File: src/rtl/cap_pkg.sv
package cap_pkg;
  typedef enum logic [1:0] {
    ENG_IDLE = 2'd0,
    ENG_REQ  = 2'd1,
    ENG_DATA = 2'd2
  } eng_state_t;
endpackage

File: src/rtl/cap_rst_sync.sv
module cap_rst_sync (
  input  logic clk,
  input  logic rst_n,
  output logic rst_q_n
);
  logic meta_q;

  always_ff @(posedge clk or negedge rst_n) begin
    if (!rst_n) begin
      meta_q  <= 1'b0;
      rst_q_n <= 1'b0;
    end else begin
      meta_q  <= 1'b1;
      rst_q_n <= meta_q;
    end
  end
endmodule

File: src/rtl/cap_byte_fifo.sv
module cap_byte_fifo #(
  parameter int DEPTH = 64,
  parameter int W     = 8,
  localparam int PW   = $clog2(DEPTH),
  localparam int LW   = PW + 1
) (
  input  logic          clk,
  input  logic          rst_n,
  input  logic          push,
  input  logic [W-1:0]  din,
  input  logic          pop,
  output logic [W-1:0]  dout,
  output logic [LW-1:0] level,
  output logic          full
);
  logic [W-1:0]  mem [DEPTH];
  logic [PW-1:0] wp_q, rp_q, wp_n, rp_n;
  logic [LW-1:0] cnt_q, cnt_n;

  always_ff @(posedge clk) begin
    if (push) mem[wp_q] <= din;
  end

  always_comb begin
    wp_n  = push ? wp_q + PW'(1) : wp_q;
    rp_n  = pop  ? rp_q + PW'(1) : rp_q;
    cnt_n = cnt_q + LW'(push) - LW'(pop);
  end

  always_ff @(posedge clk or negedge rst_n) begin
    if (!rst_n) begin
      wp_q  <= '0;
      rp_q  <= '0;
      cnt_q <= '0;
    end else begin
      wp_q  <= wp_n;
      rp_q  <= rp_n;
      cnt_q <= cnt_n;
    end
  end

  assign dout  = mem[rp_q];
  assign level = cnt_q;
  assign full  = (cnt_q == LW'(DEPTH));
endmodule

File: src/rtl/cap_burst_eng.sv
module cap_burst_eng
  import cap_pkg::*;
#(
  parameter int AW    = 32,
  parameter int BURST = 32,
  parameter int DEPTH = 64,
  localparam int LVL_W = $clog2(DEPTH) + 1,
  localparam int LEN_W = $clog2(BURST) + 1
) (
  input  logic             clk,
  input  logic             rst_n,
  input  logic             cap_en,
  input  logic [AW-1:0]    odd_base,
  input  logic [AW-1:0]    even_base,
  input  logic             fld_start,
  input  logic             fld_odd,
  input  logic [LVL_W-1:0] level,
  output logic             pop,
  output logic             run,
  input  logic             wr_gnt,
  input  logic             wr_ready,
  output logic             wr_req,
  output logic [AW-1:0]    wr_addr,
  output logic [LEN_W-1:0] wr_len,
  output logic             wr_valid,
  output logic             done,
  output logic             stat_odd
);
  localparam logic [LVL_W-1:0] BURST_L = LVL_W'(BURST);
  localparam logic [LEN_W-1:0] BURST_N = LEN_W'(BURST);

  eng_state_t       st_q, st_n;
  logic [AW-1:0]    addr_q, addr_n;
  logic [LEN_W-1:0] len_q, len_n, beat_q, beat_n;
  logic [LVL_W-1:0] left_q, left_n;
  logic             closing_q, closing_n, run_q, run_n;
  logic             cur_q, cur_n, nxt_q, nxt_n, stat_q, stat_n;

  assign pop = (st_q == ENG_DATA) && wr_ready;

  always_comb begin
    st_n      = st_q;
    addr_n    = addr_q;
    len_n     = len_q;
    beat_n    = beat_q;
    left_n    = left_q;
    closing_n = closing_q;
    run_n     = run_q;
    cur_n     = cur_q;
    nxt_n     = nxt_q;
    stat_n    = stat_q;
    done      = 1'b0;
    unique case (st_q)
      ENG_IDLE: begin
        if (closing_q && left_q == '0) begin
          done      = 1'b1;
          closing_n = 1'b0;
          stat_n    = cur_q;
          cur_n     = nxt_q;
          addr_n    = nxt_q ? odd_base : even_base;
        end else if (closing_q) begin
          st_n  = ENG_REQ;
          len_n = (left_q >= BURST_L) ? BURST_N : left_q[LEN_W-1:0];
        end else if (level >= BURST_L) begin
          st_n  = ENG_REQ;
          len_n = BURST_N;
        end
      end
      ENG_REQ: begin
        if (wr_gnt) begin
          st_n   = ENG_DATA;
          beat_n = len_q;
        end
      end
      ENG_DATA: begin
        if (wr_ready) begin
          beat_n = beat_q - LEN_W'(1);
          if (beat_q == LEN_W'(1)) begin
            st_n   = ENG_IDLE;
            addr_n = addr_q + AW'(len_q);
          end
        end
      end
      default: st_n = ENG_IDLE;
    endcase
    if (closing_q && pop) left_n = left_q - LVL_W'(1);
    if (fld_start) begin
      run_n = cap_en;
      nxt_n = fld_odd;
      if (run_q) begin
        closing_n = 1'b1;
        left_n    = level - LVL_W'(pop);
      end else if (cap_en) begin
        cur_n  = fld_odd;
        addr_n = fld_odd ? odd_base : even_base;
      end
    end
  end

  always_ff @(posedge clk or negedge rst_n) begin
    if (!rst_n) begin
      st_q      <= ENG_IDLE;
      addr_q    <= '0;
      len_q     <= '0;
      beat_q    <= '0;
      left_q    <= '0;
      closing_q <= 1'b0;
      run_q     <= 1'b0;
      cur_q     <= 1'b0;
      nxt_q     <= 1'b0;
      stat_q    <= 1'b0;
    end else begin
      st_q      <= st_n;
      addr_q    <= addr_n;
      len_q     <= len_n;
      beat_q    <= beat_n;
      left_q    <= left_n;
      closing_q <= closing_n;
      run_q     <= run_n;
      cur_q     <= cur_n;
      nxt_q     <= nxt_n;
      stat_q    <= stat_n;
    end
  end

  assign run      = run_q;
  assign wr_req   = (st_q == ENG_REQ);
  assign wr_valid = (st_q == ENG_DATA);
  assign wr_addr  = addr_q;
  assign wr_len   = len_q;
  assign stat_odd = stat_q;
endmodule

File: src/rtl/field_capture_dma.sv
module field_capture_dma #(
  parameter int AW    = 32,
  parameter int BURST = 32,
  parameter int DEPTH = 64,
  localparam int LVL_W = $clog2(DEPTH) + 1,
  localparam int LEN_W = $clog2(BURST) + 1
) (
  input  logic             clk,
  input  logic             rst_n,
  input  logic             cfg_cap_en,
  input  logic             cfg_irq_en,
  input  logic [AW-1:0]    cfg_odd_base,
  input  logic [AW-1:0]    cfg_even_base,
  input  logic             irq_clr,
  input  logic             ovf_clr,
  input  logic [7:0]       px_data,
  input  logic             px_valid,
  input  logic             fld_start,
  input  logic             fld_odd,
  output logic             wr_req,
  output logic [AW-1:0]    wr_addr,
  output logic [LEN_W-1:0] wr_len,
  input  logic             wr_gnt,
  output logic [7:0]       wr_data,
  output logic             wr_valid,
  input  logic             wr_ready,
  output logic             irq,
  output logic             stat_odd,
  output logic             ovf
);
  logic             rst_q_n;
  logic             push, pop, full, run, done;
  logic [LVL_W-1:0] level;
  logic             irq_q, irq_n, ovf_q, ovf_n;

  cap_rst_sync u_rst (.clk(clk), .rst_n(rst_n), .rst_q_n(rst_q_n));

  assign push = px_valid && run && !full;

  cap_byte_fifo #(.DEPTH(DEPTH), .W(8)) u_fifo (
    .clk(clk), .rst_n(rst_q_n), .push(push), .din(px_data), .pop(pop),
    .dout(wr_data), .level(level), .full(full)
  );

  cap_burst_eng #(.AW(AW), .BURST(BURST), .DEPTH(DEPTH)) u_eng (
    .clk(clk), .rst_n(rst_q_n), .cap_en(cfg_cap_en),
    .odd_base(cfg_odd_base), .even_base(cfg_even_base),
    .fld_start(fld_start), .fld_odd(fld_odd), .level(level), .pop(pop),
    .run(run), .wr_gnt(wr_gnt), .wr_ready(wr_ready), .wr_req(wr_req),
    .wr_addr(wr_addr), .wr_len(wr_len), .wr_valid(wr_valid),
    .done(done), .stat_odd(stat_odd)
  );

  always_comb begin
    irq_n = done ? 1'b1 : (irq_clr ? 1'b0 : irq_q);
    ovf_n = (px_valid && run && full) ? 1'b1 : (ovf_clr ? 1'b0 : ovf_q);
  end

  always_ff @(posedge clk or negedge rst_q_n) begin
    if (!rst_q_n) begin
      irq_q <= 1'b0;
      ovf_q <= 1'b0;
    end else begin
      irq_q <= irq_n;
      ovf_q <= ovf_n;
    end
  end

  assign irq = irq_q && cfg_irq_en;
  assign ovf = ovf_q;
endmodule

File: config.mk
export PLATFORM = sky130hd
export DESIGN_NAME = field_capture_dma
export DESIGN_NICKNAME = d
export VERILOG_FILES = /design/src/rtl/cap_pkg.sv /design/src/rtl/cap_rst_sync.sv /design/src/rtl/cap_byte_fifo.sv /design/src/rtl/cap_burst_eng.sv /design/src/rtl/field_capture_dma.sv
export SDC_FILE = /design/constraint.sdc
export NUM_CORES = 1
export LEC_CHECK = 0
export CORE_MARGIN = 4
export CORE_UTILIZATION = 48
export CTS_CLUSTER_SIZE = 12
export DETAILED_ROUTE_END_ITERATION = 12
export PLACE_DENSITY = 0.66
export SLEW_MARGIN = 10
export SYNTH_ARGS = -nofsm -noshare
export SYNTH_HDL_FRONTEND = slang
export SYNTH_HIERARCHICAL = 1
export SYNTH_SLANG_ARGS = --single-unit
export TNS_END_PERCENT = 30
File: constraint.sdc
create_clock -name clk -period 3.2 [get_ports clk]
set_clock_uncertainty 0.1 [all_clocks]
set_input_delay 0.64 -clock clk [delete_from_list [all_inputs] [get_ports clk]]
set_output_delay 0.64 -clock clk [all_outputs]
set_load 0.01 [all_outputs]
# Yosys cells after proc, flatten, opt, wreduce, memory -nomap -nowiden
# Memory sizes are Yosys's and may differ from the RTL's.
# Cells that the tools add are included.
dict set report word_totals {
  ff_bits 81
  latchBits 0
  ram_bits 512
  rom_bits 0
  input_bits 83
  output_inout_bits 51
  wordCells 98
  memories 1
}
# name depth width rd rd_ports_with_merged_regs write_ports line_no
set mem_list {}
lappend mem_list {u_fifo.mem 64 8 1 0 1 cap_byte_fifo.sv:16} ;# logic [W-1:0] mem [DEPTH];
dict set report op_classes {
  n_addsub 8
  multipliers 0
  div 0
  order_cmp 2
  n_eq_ne 9
  n_shift 0
  mux 42
  bitwise 1
  n_reduce_logical 18
}
# operator n
set op_table {}
lappend op_table {{$mux W32} 8}
lappend op_table {{$pmux W32 S2} 1}
lappend op_table {{$add A32 B6 Y32} 1}
lappend op_table {{$mux W6} 5}
lappend op_table {{$mux W7} 3}
lappend op_table {{$mux W1} 17}
lappend op_table {{$ge A7 B6 Y1 const B} 2}
lappend op_table {{$sub A7 B1 Y7} 2}
lappend op_table {{$add A6 B1 Y6 const B} 2}
lappend op_table {{$mux W2} 6}
lappend op_table {{$pmux W6 S2} 1}
lappend op_table {{$reduce_bool A2 Y1} 4}
lappend op_table {{$add A7 B1 Y7} 1}
lappend op_table {{$eq A7 B7 Y1 const B} 1}
lappend op_table {{$logic_and A1 B1 Y1} 7}
lappend op_table {{$logic_not A7 Y1} 1}
lappend op_table {{$sub A7 B1 Y7 const B} 1}
lappend op_table {{$eq A6 B1 Y1 const B} 1}
lappend op_table {{$ne A2 B1 Y1 const B} 3}
lappend op_table {{$pmux W2 S3} 1}
lappend op_table {{$reduce_and A3 Y1} 2}
lappend op_table {{$sub A6 B1 Y6 const B} 1}
lappend op_table {{$reduce_and A5 Y1} 1}
lappend op_table {{$ne A3 B1 Y1 const B} 1}
lappend op_table {{other kinds (7)} 7}

# Longest topological paths before layout
# Gate-level depths: netlist (run 1).
dict set report logic_depth {
  depth_word 7
  mapped_depth 15
  ltp_nobuf 14
}

# Hierarchy
# The synthesis (run 1) kept the hierarchy.
# module n_inst cells_per_inst area_each_um2
set modules_own_cells {}
lappend modules_own_cells {cap_byte_fifo 1 1110 21058.9}
lappend modules_own_cells {cap_burst_eng 1 566 4738.3}
lappend modules_own_cells {field_capture_dma 1 10 88.8}
lappend modules_own_cells {cap_rst_sync 1 3 53.8}

# Worst setup path before layout (run 1)
# OpenSTA, ideal clock, no wires.
dict set report synth_timing {
  kind {register -> register}
  start {register u_eng.st_q[0]}
  end {register u_fifo.cnt_q[6] (netlist: u_fifo/level[6])}
  arrival_ns 2.736
  required_ns 2.975
  setup_slack_ns 0.239
  path_stages_with_launch 16
  n_path_buf 1
  cell_sequence {dfrtp_1 -> or2b_2 -> buf_6 -> inv_1 -> and2_1 -> ha_1 -> inv_1 -> ha_1 -> inv_1 -> fa_1 -> nand2b_1 -> a21oi_1 -> o21ai_0 -> a21oi_1 -> nor2_1 -> xnor2_1}
}
dict set report synth_via {
  elab_chain_cells 3
}
# element line_no
set synth_rtl {}
lappend synth_rtl {{start, declared} cap_burst_eng.sv:32} ;# eng_state_t st_q, st_n;
lappend synth_rtl {{start signal, assigned} cap_burst_eng.sv:113} ;# st_q <= st_n;
lappend synth_rtl {{$eq A2 B2 Y1} cap_burst_eng.sv:39} ;# assign pop = (st_q == ENG_DATA) && wr_ready;
lappend synth_rtl {{$logic_and A1 B1 Y1} cap_burst_eng.sv:39}
lappend synth_rtl {{net pop} field_capture_dma.sv:32} ;# logic push, pop, full, run, done;
lappend synth_rtl {{$sub A7 B1 Y7} cap_byte_fifo.sv:27} ;# cnt_n = cnt_q + LW'(push) - LW'(pop);
lappend synth_rtl {{net u_fifo.cnt_n[6]} cap_byte_fifo.sv:18} ;# logic [LW-1:0] cnt_q, cnt_n;
lappend synth_rtl {{end signal, assigned} cap_byte_fifo.sv:38} ;# cnt_q <= cnt_n;
lappend synth_rtl {{end, declared} cap_byte_fifo.sv:18}
# The timed path passes the listed nets, and every way through them passes these cells.
# A chain may end at the register's enable or synchronous reset.

# Worst setup path in the final report (run 1)
dict set report layout_timing {
  start {register u_fifo.rp_q[0]}
  end {output port wr_data[1]}
}
dict set report layout_via {
  elab_chain_cells 1
}
# element line_no
set layout_rtl {}
lappend layout_rtl {{start, declared} cap_byte_fifo.sv:17} ;# logic [PW-1:0] wp_q, rp_q, wp_n, rp_n;
lappend layout_rtl {{start signal, assigned} cap_byte_fifo.sv:37} ;# rp_q <= rp_n;
lappend layout_rtl {{$mem_v2 Z64 W8} -}
lappend layout_rtl {{end, declared} field_capture_dma.sv:24} ;# output logic [7:0] wr_data,
# No other way between the ends.

==> results of run 1 <==
-- per-layer routing --
layer,GRT usage,vias to the layer above,wire length [um]
met5,0,-,21
met4,0.0756,4,2200
met3,0.0411,141,4780
met2,0.385,634,32700
met1,0.321,8346,27800
li1,-,7334,-
-- cells by family (layout without fill, tap and decap cells) --
kind of cell,count (synthesis),after routing
AOI/OAI and AO/OA,324,324
xor gates and xnor gates,30,30
adders and majority gates,25,25
buffers and inverters,135,517
DFF,593,593
muxes,257,257
other,1,1
and+or+nand+nor,324,324
-- power by group through the flow --
| stage | sequential, mW | combinational [mW] | clock (mW) |
|---|---|---|---|
| after floorplan | 9.66 | 5.47 | 0 |
| after global placement | 9.81 | 8.74 | 0 |
| after detailed placement | 9.84 | 8.90 | 0 |
| after CTS | 9.70 | 9.62 | 6.84 |
| after global routing | 9.79 | 10.5 | 7.15 |
| final | 9.71 | 9.80 | 6.70 |
-- worst max-delay path, cell delays in order, from the launching register on --
cell and delay (ns):
dfrtp_4 0.52, buf_12 0.17, buf_16 0.14, buf_4 0.14
mux4_2 0.41, o21a_1 0.21, a211oi_2 0.18, buf_4 0.17
nor3_2 0.05, a21o_1 0.22, buf_2 0.15
-- placed cells by master (no fill, tap or decap), types with 12 or more instances in the layout --
| cell type | count |
|---|---|
| edfxtp_1 | 512 |
| buf_4 | 209 |
| mux2i_1 | 175 |
| nor2_1 | 119 |
| clkdlybuf4s50_1 | 116 |
| dfrtp_1 | 75 |
| nand2_1 | 68 |
| mux4_2 | 67 |
| clkbuf_16 | 63 |
| a21oi_1 | 57 |
| o21ai_0 | 56 |
| nand3_1 | 33 |
| inv_1 | 32 |
| clkbuf_1 | 23 |
| ha_1 | 23 |
| buf_12 | 22 |
| a221oi_1 | 22 |
| o22ai_1 | 21 |
| a211oi_1 | 18 |
| nor3_1 | 18 |
| o21a_1 | 18 |
| xnor2_1 | 18 |
| buf_2 | 16 |
| a22oi_1 | 14 |
| a221oi_2 | 14 |
| a21o_1 | 13 |
| nor2b_1 | 12 |
| mux2_2 | 12 |
| xor2_1 | 12 |
-- worst paths after layout --
kind                                startpoint           endpoint
min in group clk                    px_data[3]  u_fifo/mem[26][3]
worst min-delay path                     rst_n      u_rst/rst_q_n
max in group asynchronous        u_rst/rst_q_n  u_eng/wr_addr[16]
worst max register to register   u_eng/st_q[1]    u_fifo/level[6]
worst min register to register    u_rst/meta_q      u_rst/rst_q_n
worst max-delay path            u_fifo/rp_q[0]         wr_data[1]
-- per-stage QoR --
| step | cells | hold slack, ns | setup TNS (ns) | power, mW | util |
|---|---|---|---|---|---|
| 2_1_floorplan | 1689 | 0.231 | 0 | 15.1 | - |
| 4_1_cts | 2754 | 0.0468 | -3.94 | 26.2 | 0.600 |
| 3_5_place_dp | 2623 | 0.236 | -2.73 | 18.7 | 0.554 |
| 3_3_place_gp | 2623 | 0.238 | -2.42 | 18.6 | 0.554 |
| 5_1_grt | 2759 | 0.0718 | -4.48 | 27.4 | 0.602 |
| 6_report | 2759 | 0.0828 | -3.82 | 26.2 | 0.602 |
-- synth_stat cells, types with 3 or more instances --
library cell and instances:
clkbuf_1 58, mux2_2 12, mux2i_1 177, edfxtp_1 512, nor2b_1 13, mux4_2 67
a211oi_1 28, nor2_1 120, a22oi_1 16, nor3_1 23, o21ai_0 62, xnor2_1 18
xor2_1 12, o22ai_1 22, or4_1 3, a2111oi_2 6, buf_6 12, a221oi_1 35
a22o_1 6, nand2_1 68, and2_1 6, nor4_1 7, buf_1 8, buf_2 9
nor4b_1 5, a31oi_1 8, o21ai_1 3, nand3_1 33, buf_4 8, or3_1 5
inv_1 32, o21a_1 18, o221ai_1 15, a221o_1 3, a21oi_1 61, nand2b_1 6
dfrtp_1 81, ha_1 23, nand4_1 11, o211ai_1 5, a21o_1 13, and3_1 5
buf_8 5
-- area by class of cell --
| class | instances | area [sq um] | area share |
|---|---|---|---|
| clock buffers | 86 | 1650 | 0.0517 |
| clock inverters | 23 | 234 | 0.00732 |
| inverters | 33 | 124 | 0.00387 |
| multi-input cells | 961 | 8170 | 0.255 |
| flip-flops and latches | 593 | 17400 | 0.545 |
| well taps | 688 | 861 | 0.0269 |
| repair buffers | 375 | 3520 | 0.110 |
-- timing repair --
| item | CTS | global route |
|---|---|---|
| pin swaps | 17 | 5 |
| cloned | 3 | 1 |
| setup endpoints to repair | 9 | 10 |
| gates resized for setup | 95 | 16 |
| buffers inserted | 20 | 4 |
| hold buffers | 0 | 0 |
-- state kept, by name, indices dropped and copies added, names as in the netlist --
register and flops:
irq_q 1, ovf 1, u_eng/beat_q 6, u_eng/closing_q 1, u_eng/cur_q 1, u_eng/left_q 7, u_eng/nxt_q 1, u_eng/run 1
u_eng/st_q 2, u_eng/stat_odd 1, u_eng/wr_addr 32, u_eng/wr_len 6, u_fifo/level 7, u_fifo/mem 512, u_fifo/rp_q 6, u_fifo/wp_q 6
u_rst/meta_q 1, u_rst/rst_q_n 1
==> run_results.csv, run 1 <==
group,metric,value,unit
route,drc,0,
place,dp_hpwl,45.0,mm
clock_network,cts_root_buf,"clkbuf_16",
power_and_ir_drop,power_frac_seq,0.370,
route,vias_per_cell,5.97,
power_and_ir_drop,powerDensity,820,nW/um^2
synthesis,synthFlopType,"edfxtp_1",
die,dieArea,57800,sq um
die,core,53100,sq um
synthesis,synth-edff-count,512,
final_layout,nFillCells,3926,
route,first_pass_iters,6,
critical_path,arrival,2.99,ns
timing,max_freq,268,MHz
synthesis,synth-seq-cells,593,
synthesis,synthXorXnorAreaFrac,0.0101,
route,drt.antenna.violating_nets,0,
timing,timing.final.ws_setup,-0.531,ns
global_routing,grt_first_pass_wirelength,102,mm
timing,setup_viol_count_final,8,
run_status,status,"finished with violations",
timing,post-route-period-util,1.17,
final_layout,fin_nets,2133,
timing,fin_crit,3.73,ns
place,place_worst_setup_slack,-0.324,ns
clock_network,htree_levels,2,
die,placementRows,84,
critical_path,crit_type,"reg -> out",
route,drt_iter0_drc,1588,
synthesis,synthCells,1689,
synthesis,ys_async_sr_fraction,0.137,
place,io_buffers,133,
route,wire_per_inst,24.5,um
synthesis,syn_area_per_cell,15.4,sq um
clock_network,cts_tree,"built",
route,wl,67.5,mm
global_routing,grt_pass1_vias,16700,
clock_network,clk_path_buf_depth,3,
synthesis,synthAdderAreaFrac,0.0126,
die,initial_utilization,0.489,
critical_path,cp.required,2.46,ns
die,fp.dieH,240,um
place,globalplace.congestion,0.865,
synthesis,synth-compound-area-share,0.0869,
timing,worstMarginPinSlew,0.938,ns
synthesis,synth_top_family_by_area,"multiplexers",
clock_network,cts.sinks,593,
final_layout,insertedDiodeCount,0,
clock_network,clk_pin_slew_worst_paths,0.06,ns
power_and_ir_drop,combPwrFrac,0.374,
clock_network,numCtsBuffers,61,
timing,rsz0062_at_grt,"yes",
place,placed_area,29400,sq um
global_routing,grt_usage,0.234,
die,dieWidth,240,um
power_and_ir_drop,power.leakage,11.5,nW
global_routing,grt_start_max_net_pins,65,
final_layout,area_growth,23.2,%
global_routing,antenna_found_initial,3,
synthesis,synth-simple-area-share,0.0596,
final_layout,final_layout_size_suffix_gt1_frac,0.239,
timing,slew_violations,0,
power_and_ir_drop,p_int,17.6,mW
clock_network,worstSkewPairLatency,0.64,ns
critical_path,critPathLaunchType,"flip-flop",
power_and_ir_drop,p_clk_frac,0.256,
timing,hold_violations,0,
power_and_ir_drop,switchingPower,8.56,mW
synthesis,synth_top_area_frac,0.593,
route,vias,16500,
global_routing,grt_overflow,0,
synthesis,ys_warn_count,6,
synthesis,synth.distinct_cells,82,
final_layout,finalInstanceArea,32000,sq um
hold_path,hp-class,"in -> async",
critical_path,rr_worst_depth,14,
synthesis,seq_area_frac_synth,0.671,
power_and_ir_drop,switching_share,0.327,
synthesis,synthesis.nets,1797,
critical_path,cp_max_fo,7,
critical_path,endpoint_kind,"output port",
timing,max_slew_margin,0.375,
synthesis,synthTopCellsByArea,"edfxtp_1, dfrtp_1, mux2i_1, mux4_2, nor2_1",
power_and_ir_drop,peakVddDrop,0.431,mV
synthesis,synth_area,25900,sq um
run_status,failed_checks,"setup timing",
critical_path,reg2reg_slack,0.28,ns
job,cap_violations,0,
synthesis,yosysTopAreaCell,"edfxtp_1",
die,io_pins,134,
synthesis,muxShareOfSynthArea,0.132,
Power figures use the tool's default switching activity.
==> run 2: changes to the inputs <==
- ABC_CLOCK_PERIOD_IN_PS: not set -> 3500
- SLEW_MARGIN: 10 -> 20
- clock period: 3.2 -> 3.5 ns (I/O delays scaled with it)
==> run 2 against run 1 <==
- largest cell class unchanged
- non-clock buffer count is 30 lower
- routed wire length up 1.2%
- the run still ends with setup timing left
- global-route usage up 0.49 points
- core utilization down 0.22 points
- via count shrank 1.2%
- clock power fell by 7.0%
- critical endpoint is now wr_data[7]
==> run_results.csv, run 2 (synthesis gave the netlist of run 1 again) <==
group,metric,value,unit
place,io_buffers,133,
hold_path,hp-class,"in -> async",
timing,rsz0062_at_grt,"yes",
route,drt_iter0_drc,1839,
clock_network,numCtsBuffers,61,
route,drc,0,
clock_network,cts_root_buf,"clkbuf_16",
critical_path,endpoint_kind,"output port",
final_layout,largest_reg_flops,512,
run_status,status,"finished with violations",
timing,worstMarginPinSlew,1.07,ns
final_layout,finalInstanceArea,31900,sq um
critical_path,cp_slowest_cell,"dfrtp_4",
global_routing,grt_usage,0.239,
timing,slew_violations,0,
timing,timing.hold.ws,0.153,ns
die,io_pins,134,
final_layout,nFillCells,3917,
job,cap_violations,0,
die,dieWidth,240,um
critical_path,timing.rr.end,"u_eng/wr_addr[8]",
final_layout,insertedDiodeCount,0,
timing,timing.final.ws_setup,-0.268,ns
critical_path,critPathLaunchType,"flip-flop",
route,vias,16300,
critical_path,crit_type,"reg -> out",
critical_path,reg2reg_slack,0.47,ns
clock_network,clk_path_buf_depth,3,
clock_network,htree_levels,2,
timing,setup_viol_count_final,8,
timing,hold_violations,0,
die,dieArea,57800,sq um
clock_network,holdBufCountCts,0,
global_routing,antenna_found_initial,0,
route,wire_per_inst,25.1,um
place,place_worst_setup_slack,-0.162,ns
clock_network,cts_tree,"built",
timing,max_slew_margin,0.283,
critical_path,cp_max_fo,8,
timing,fin_crit,3.77,ns
critical_path,cp.required,2.70,ns
critical_path,cp_cell_sequence,"buf_12 > bufbuf_16 > mux2i_4 > a221oi_2 > buf_4 > o21a_1 > a211oi_2 > nor3_2 > a21o_1 > buf_2",
place,globalplace.congestion,0.841,
power_and_ir_drop,finalPower,24.3,mW
final_layout,area_growth,22.8,%
die,fp.dieH,240,um
die,placementRows,84,
route,first_pass_iters,5,
final_layout,fin_nets,2103,
run_status,failed_checks,"setup timing",
die,initial_utilization,0.489,
critical_path,r2r-start,"u_eng/wr_len[0]",
critical_path,arrival,2.97,ns
critical_path,slowest_delay,0.44,ns
place,placed_area,29100,sq um
global_routing,grt_pass1_vias,16600,
global_routing,grt_overflow,0,
clock_network,worstSkewPairLatency,0.64,ns
route,vias_per_cell,5.96,
timing,max_freq,265,MHz
die,core,53100,sq um
global_routing,grt_first_pass_wirelength,104,mm
final_layout,mostFrequentLayoutCell,"edfxtp_1",
critical_path,rr_worst_depth,9,
power_and_ir_drop,powerDensity,764,nW/um^2
global_routing,grt_start_max_net_pins,69,
final_layout,regMostFlops,"u_fifo/mem",
power_and_ir_drop,peakVddDrop,0.448,mV
route,drt.antenna.violating_nets,0,
final_layout,fin_util,0.600,
place,dp_hpwl,44.4,mm
final_layout,final_layout_size_suffix_gt1_frac,0.231,
route,wl,68.3,mm
clock_network,cts.sinks,593,
timing,post-route-period-util,1.08,
power_and_ir_drop,power.leakage,11.4,nW
final_layout,layout_common_cells,"edfxtp_1, buf_4, mux2i_1, nor2_1, clkdlybuf4s50_1",
clock_network,clk_pin_slew_worst_paths,0.06,ns
==> run 2: worst max-delay path, delay by kind of cell, from the launching register on <==
| family | cells | cell delay, ns |
|---|---|---|
| compound gates | 4 | 0.80 |
| buf+inv | 4 | 0.76 |
| flops | 1 | 0.44 |
| mux | 1 | 0.22 |
| simple gates | 1 | 0.13 |
==> run 2: worst max path at each step <==
stage	slack (ns)	to	start	cells after the start
final	-0.27	wr_data[7]	u_fifo/rp_q[0]	10
after detailed placement	-0.16	wr_data[1]	u_fifo/rp_q[0]	8
after CTS	-0.30	wr_data[0]	u_fifo/rp_q[0]	9
after global routing	-0.35	wr_data[4]	u_fifo/rp_q[0]	10
after global placement	-0.18	wr_data[1]	u_fifo/rp_q[0]	8
after floorplan	0.54	u_fifo/level[6]	u_eng/st_q[0]	15
==> run 2: stage by stage <==
stage	TNS, ns	instances
2_1_floorplan	0	1689
3_3_place_gp	-0.429	2594
3_5_place_dp	-0.475	2594
4_1_cts	-2.02	2723
5_1_grt	-2.46	2726
6_report	-1.85	2726
==> run 2: power breakdown <==
| group | internal (mW) | total [mW] | switching, mW |
|---|---|---|---|
| combinational | 4.53 | 9.18 | 4.65 |
| clock | 3.59 | 6.23 | 2.64 |
| sequential | 8.18 | 8.92 | 0.733 |
==> run 2: what timing repair did <==
action                     4_1_cts  5_1_grt
resized for setup              114       22
setup endpoints to repair        8        8
setup buffers                   19        4
pin swaps                       33       12
gates cloned                     7        0
==> run 2: final cells by class <==
cell class	count	area, sq um	share of cell area
Multi-Input combinational cell	961	8240	0.259
Tap cell	688	861	0.0270
Clock buffer	84	1660	0.0522
Clock inverter	22	228	0.00715
Sequential cell	593	17400	0.547
Timing Repair Buffer	345	3330	0.104
Inverter	33	124	0.00389
==> run 2: layer usage <==
metal,track usage,vias to the layer above,share of wire
met5,0,-,0
met2,0.383,626,0.48
li1,-,7273,-
met1,0.336,8228,0.42
met4,0.0806,0,0.033
met3,0.0400,130,0.073
==> run 3: changes to the inputs <==
- CTS_CLUSTER_DIAMETER: not set -> 150
==> run 3 against run 2 <==
- the run still ends with setup timing left
- clock power down 11%
- routed wire length down 0.83%
- first-iteration DRC count down 14%
- cell area down 1.3%
- power down 3.7%
- via count down 1.1%
- count of clock-buffer cells in the layout up 15
- cell count down 0.37%
- sequential share of layout area up 0.75 points
- die area unchanged
- critical path type unchanged
- largest cell class unchanged
==> run_results.csv, run 3 (synthesis gave the netlist of run 1 again) <==
group,metric,value,unit
run_status,status,"finished with violations",
run_status,failed_checks,"setup timing",
final_layout,nFillCells,3997,
final_layout,area_growth,21.2,%
timing,timing.final.ws_setup,-0.307,ns
power_and_ir_drop,power_frac_seq,0.380,
final_layout,insertedDiodeCount,0,
critical_path,critPathLaunchType,"flip-flop",
timing,setup_viol_count_final,8,
power_and_ir_drop,finalPower,23.4,mW
clock_network,cts.sinks,593,
clock_network,holdBufCountCts,0,
timing,hold_violations,0,
final_layout,fin_nets,2091,
die,io_pins,134,
power_and_ir_drop,combPwrFrac,0.382,
global_routing,antenna_found_initial,0,
route,wl,67.8,mm
final_layout,final_layout_size_suffix_gt1_frac,0.214,
critical_path,cp_max_fo,6,
final_layout,layout_common_cells,"edfxtp_1, buf_4, mux2i_1, nor2_1, clkdlybuf4s50_1",
critical_path,slowest_delay,0.50,ns
place,globalplace.congestion,0.841,
route,vias,16100,
clock_network,htree_levels,2,
route,wire_per_inst,24.9,um
critical_path,endpoint_kind,"output port",
final_layout,regMostFlops,"u_fifo/mem",
die,dieArea,57800,sq um
global_routing,grt_pass1_vias,16400,
power_and_ir_drop,p_int,15.6,mW
route,vias_per_cell,5.92,
route,first_pass_iters,5,
die,fp.dieH,240,um
critical_path,critical_path.n_buffers_inverters,4,
timing,slew_violations,0,
power_and_ir_drop,p_clk_frac,0.238,
critical_path,crit_top_cell,"buf_12",
timing,worstMarginPinSlew,0.993,ns
critical_path,cp_slowest_cell,"dfrtp_4",
clock_network,clk_path_buf_depth,3,
clock_network,worstSkewPairLatency,0.62,ns
timing,max_freq,263,MHz
critical_path,reg2reg_slack,0.48,ns
critical_path,crit_type,"reg -> out",
critical_path,timing.rr.end,"u_fifo/level[6]",
timing,fin_crit,3.81,ns
clock_network,clk_pin_slew_worst_paths,0.06,ns
power_and_ir_drop,switchingPower,7.80,mW
critical_path,worstSetupStartpoint,"u_fifo/rp_q[0]",
place,io_buffers,133,
route,drc,0,
critical_path,rr_worst_depth,14,
power_and_ir_drop,switching_share,0.333,
place,dp_cells,2594,
global_routing,grt_start_max_net_pins,69,
die,initial_utilization,0.489,
final_layout,finalInstanceArea,31400,sq um
critical_path,arrival,3.01,ns
timing,post-route-period-util,1.09,
die,core,53100,sq um
critical_path,critPathTopFamily,"buffers and inverters",
job,cap_violations,0,
hold_path,hp-class,"in -> async",
place,dp_hpwl,44.4,mm
power_and_ir_drop,peakVddDrop,0.408,mV
die,dieWidth,240,um
die,placementRows,84,
critical_path,cp_cell_sequence,"buf_12 > bufbuf_16 > buf_12 > mux4_2 > a2111oi_4 > nor3_2 > a21o_1 > buf_2",
global_routing,grt_first_pass_wirelength,103,mm
global_routing,grt_overflow,0,
place,place_worst_setup_slack,-0.162,ns
clock_network,cts_root_buf,"clkbuf_16",
global_routing,grt_usage,0.237,
timing,rsz0062_at_grt,"yes",
clock_network,cts_tree,"built",
final_layout,final_cells,2716,
clock_network,numCtsBuffers,55,
final_layout,mostFrequentLayoutCell,"edfxtp_1",
place,placed_area,29100,sq um
route,drt.antenna.violating_nets,0,
final_layout,regArea,17400,sq um
timing,max_slew_margin,0.338,
power_and_ir_drop,powerDensity,745,nW/um^2
critical_path,cp.required,2.70,ns
route,drt_iter0_drc,1579,
final_layout,multi_input_comb_area,8160,sq um
final_layout,largest_reg_flops,512,
critical_path,r2r-start,"u_eng/st_q[1]",
power_and_ir_drop,power.leakage,11.1,nW
==> run 3: cell count changes in the layout (fill, tap and decap cells not counted), moves of 4 or more <==
cell / change
clkbuf_1: +24
clkinv_1: -7
clkinv_2: -9
o21ai_0: +6
bufinv_16: -4
clkbuf_16: -6
o21ai_2: -4
==> run 3: final cells by class <==
cell class                 count  share of cell area
sequential                   593               0.554
multi-input combinational    961               0.260
timing repair buffer         339               0.103
clock buffer                  99              0.0497
tap                          688              0.0274
inverter                      33             0.00394
clock inverter                 3             0.00187
==> run 3: worst max path at each step <==
stage | to | slack, ns | cells after the start
after global placement | wr_data[1] | -0.18 | 8
final | wr_data[1] | -0.31 | 8
after floorplan | u_fifo/level[6] | 0.54 | 15
after global routing | wr_data[1] | -0.39 | 12
after detailed placement | wr_data[1] | -0.16 | 8
after CTS | wr_data[7] | -0.37 | 9
==> run 3: timing repair <==
item,in CTS,in global routing
setup buffers,17,1
resized for setup,105,12
pin swaps,24,11
endpoints found under the hold margin,0,0
endpoints found under the setup margin,8,8
cloned,6,0
==> run 3: routing by layer <==
| metal | GRT usage | wire, um |
|---|---|---|
| met4 | 0.0707 | 1780 |
| met1 | 0.336 | 28700 |
| met3 | 0.0370 | 4360 |
| met5 | 0 | 0 |
| met2 | 0.385 | 32900 |
==> run 3: stage by stage <==
| stage | setup TNS (ns) | utilization | hold WS (ns) |
|---|---|---|---|
| floorplan | 0 | - | 0.231 |
| global placement | -0.429 | 0.548 | 0.236 |
| detailed placement | -0.475 | 0.548 | 0.240 |
| CTS | -2.31 | 0.591 | 0.125 |
| global route | -2.88 | 0.592 | 0.151 |
| finish | -2.16 | 0.592 | 0.167 |
==> run 3: worst reg2reg max path, delay by kind of cell, from the launching register on <==
kind | cells | cell delay, ns
adders and majority gates | 3 | 0.82
and+or+nand+nor | 4 | 0.74
AOI/OAI and AO/OA | 3 | 0.45
buffers and inverters | 3 | 0.19
xor gates and xnor gates | 1 | 0.12
DFF | 1 | 0.48
==> run 3: power by group through the flow <==
| stage | logic [mW] | registers, mW | clock network [mW] |
|---|---|---|---|
| finish | 8.94 | 8.91 | 5.57 |
| global route | 9.55 | 9.00 | 6.00 |
| CTS | 8.90 | 8.90 | 5.68 |
| detailed placement | 8.01 | 9.05 | 0 |
| global placement | 7.89 | 9.04 | 0 |
| floorplan | 5.00 | 8.83 | 0 |
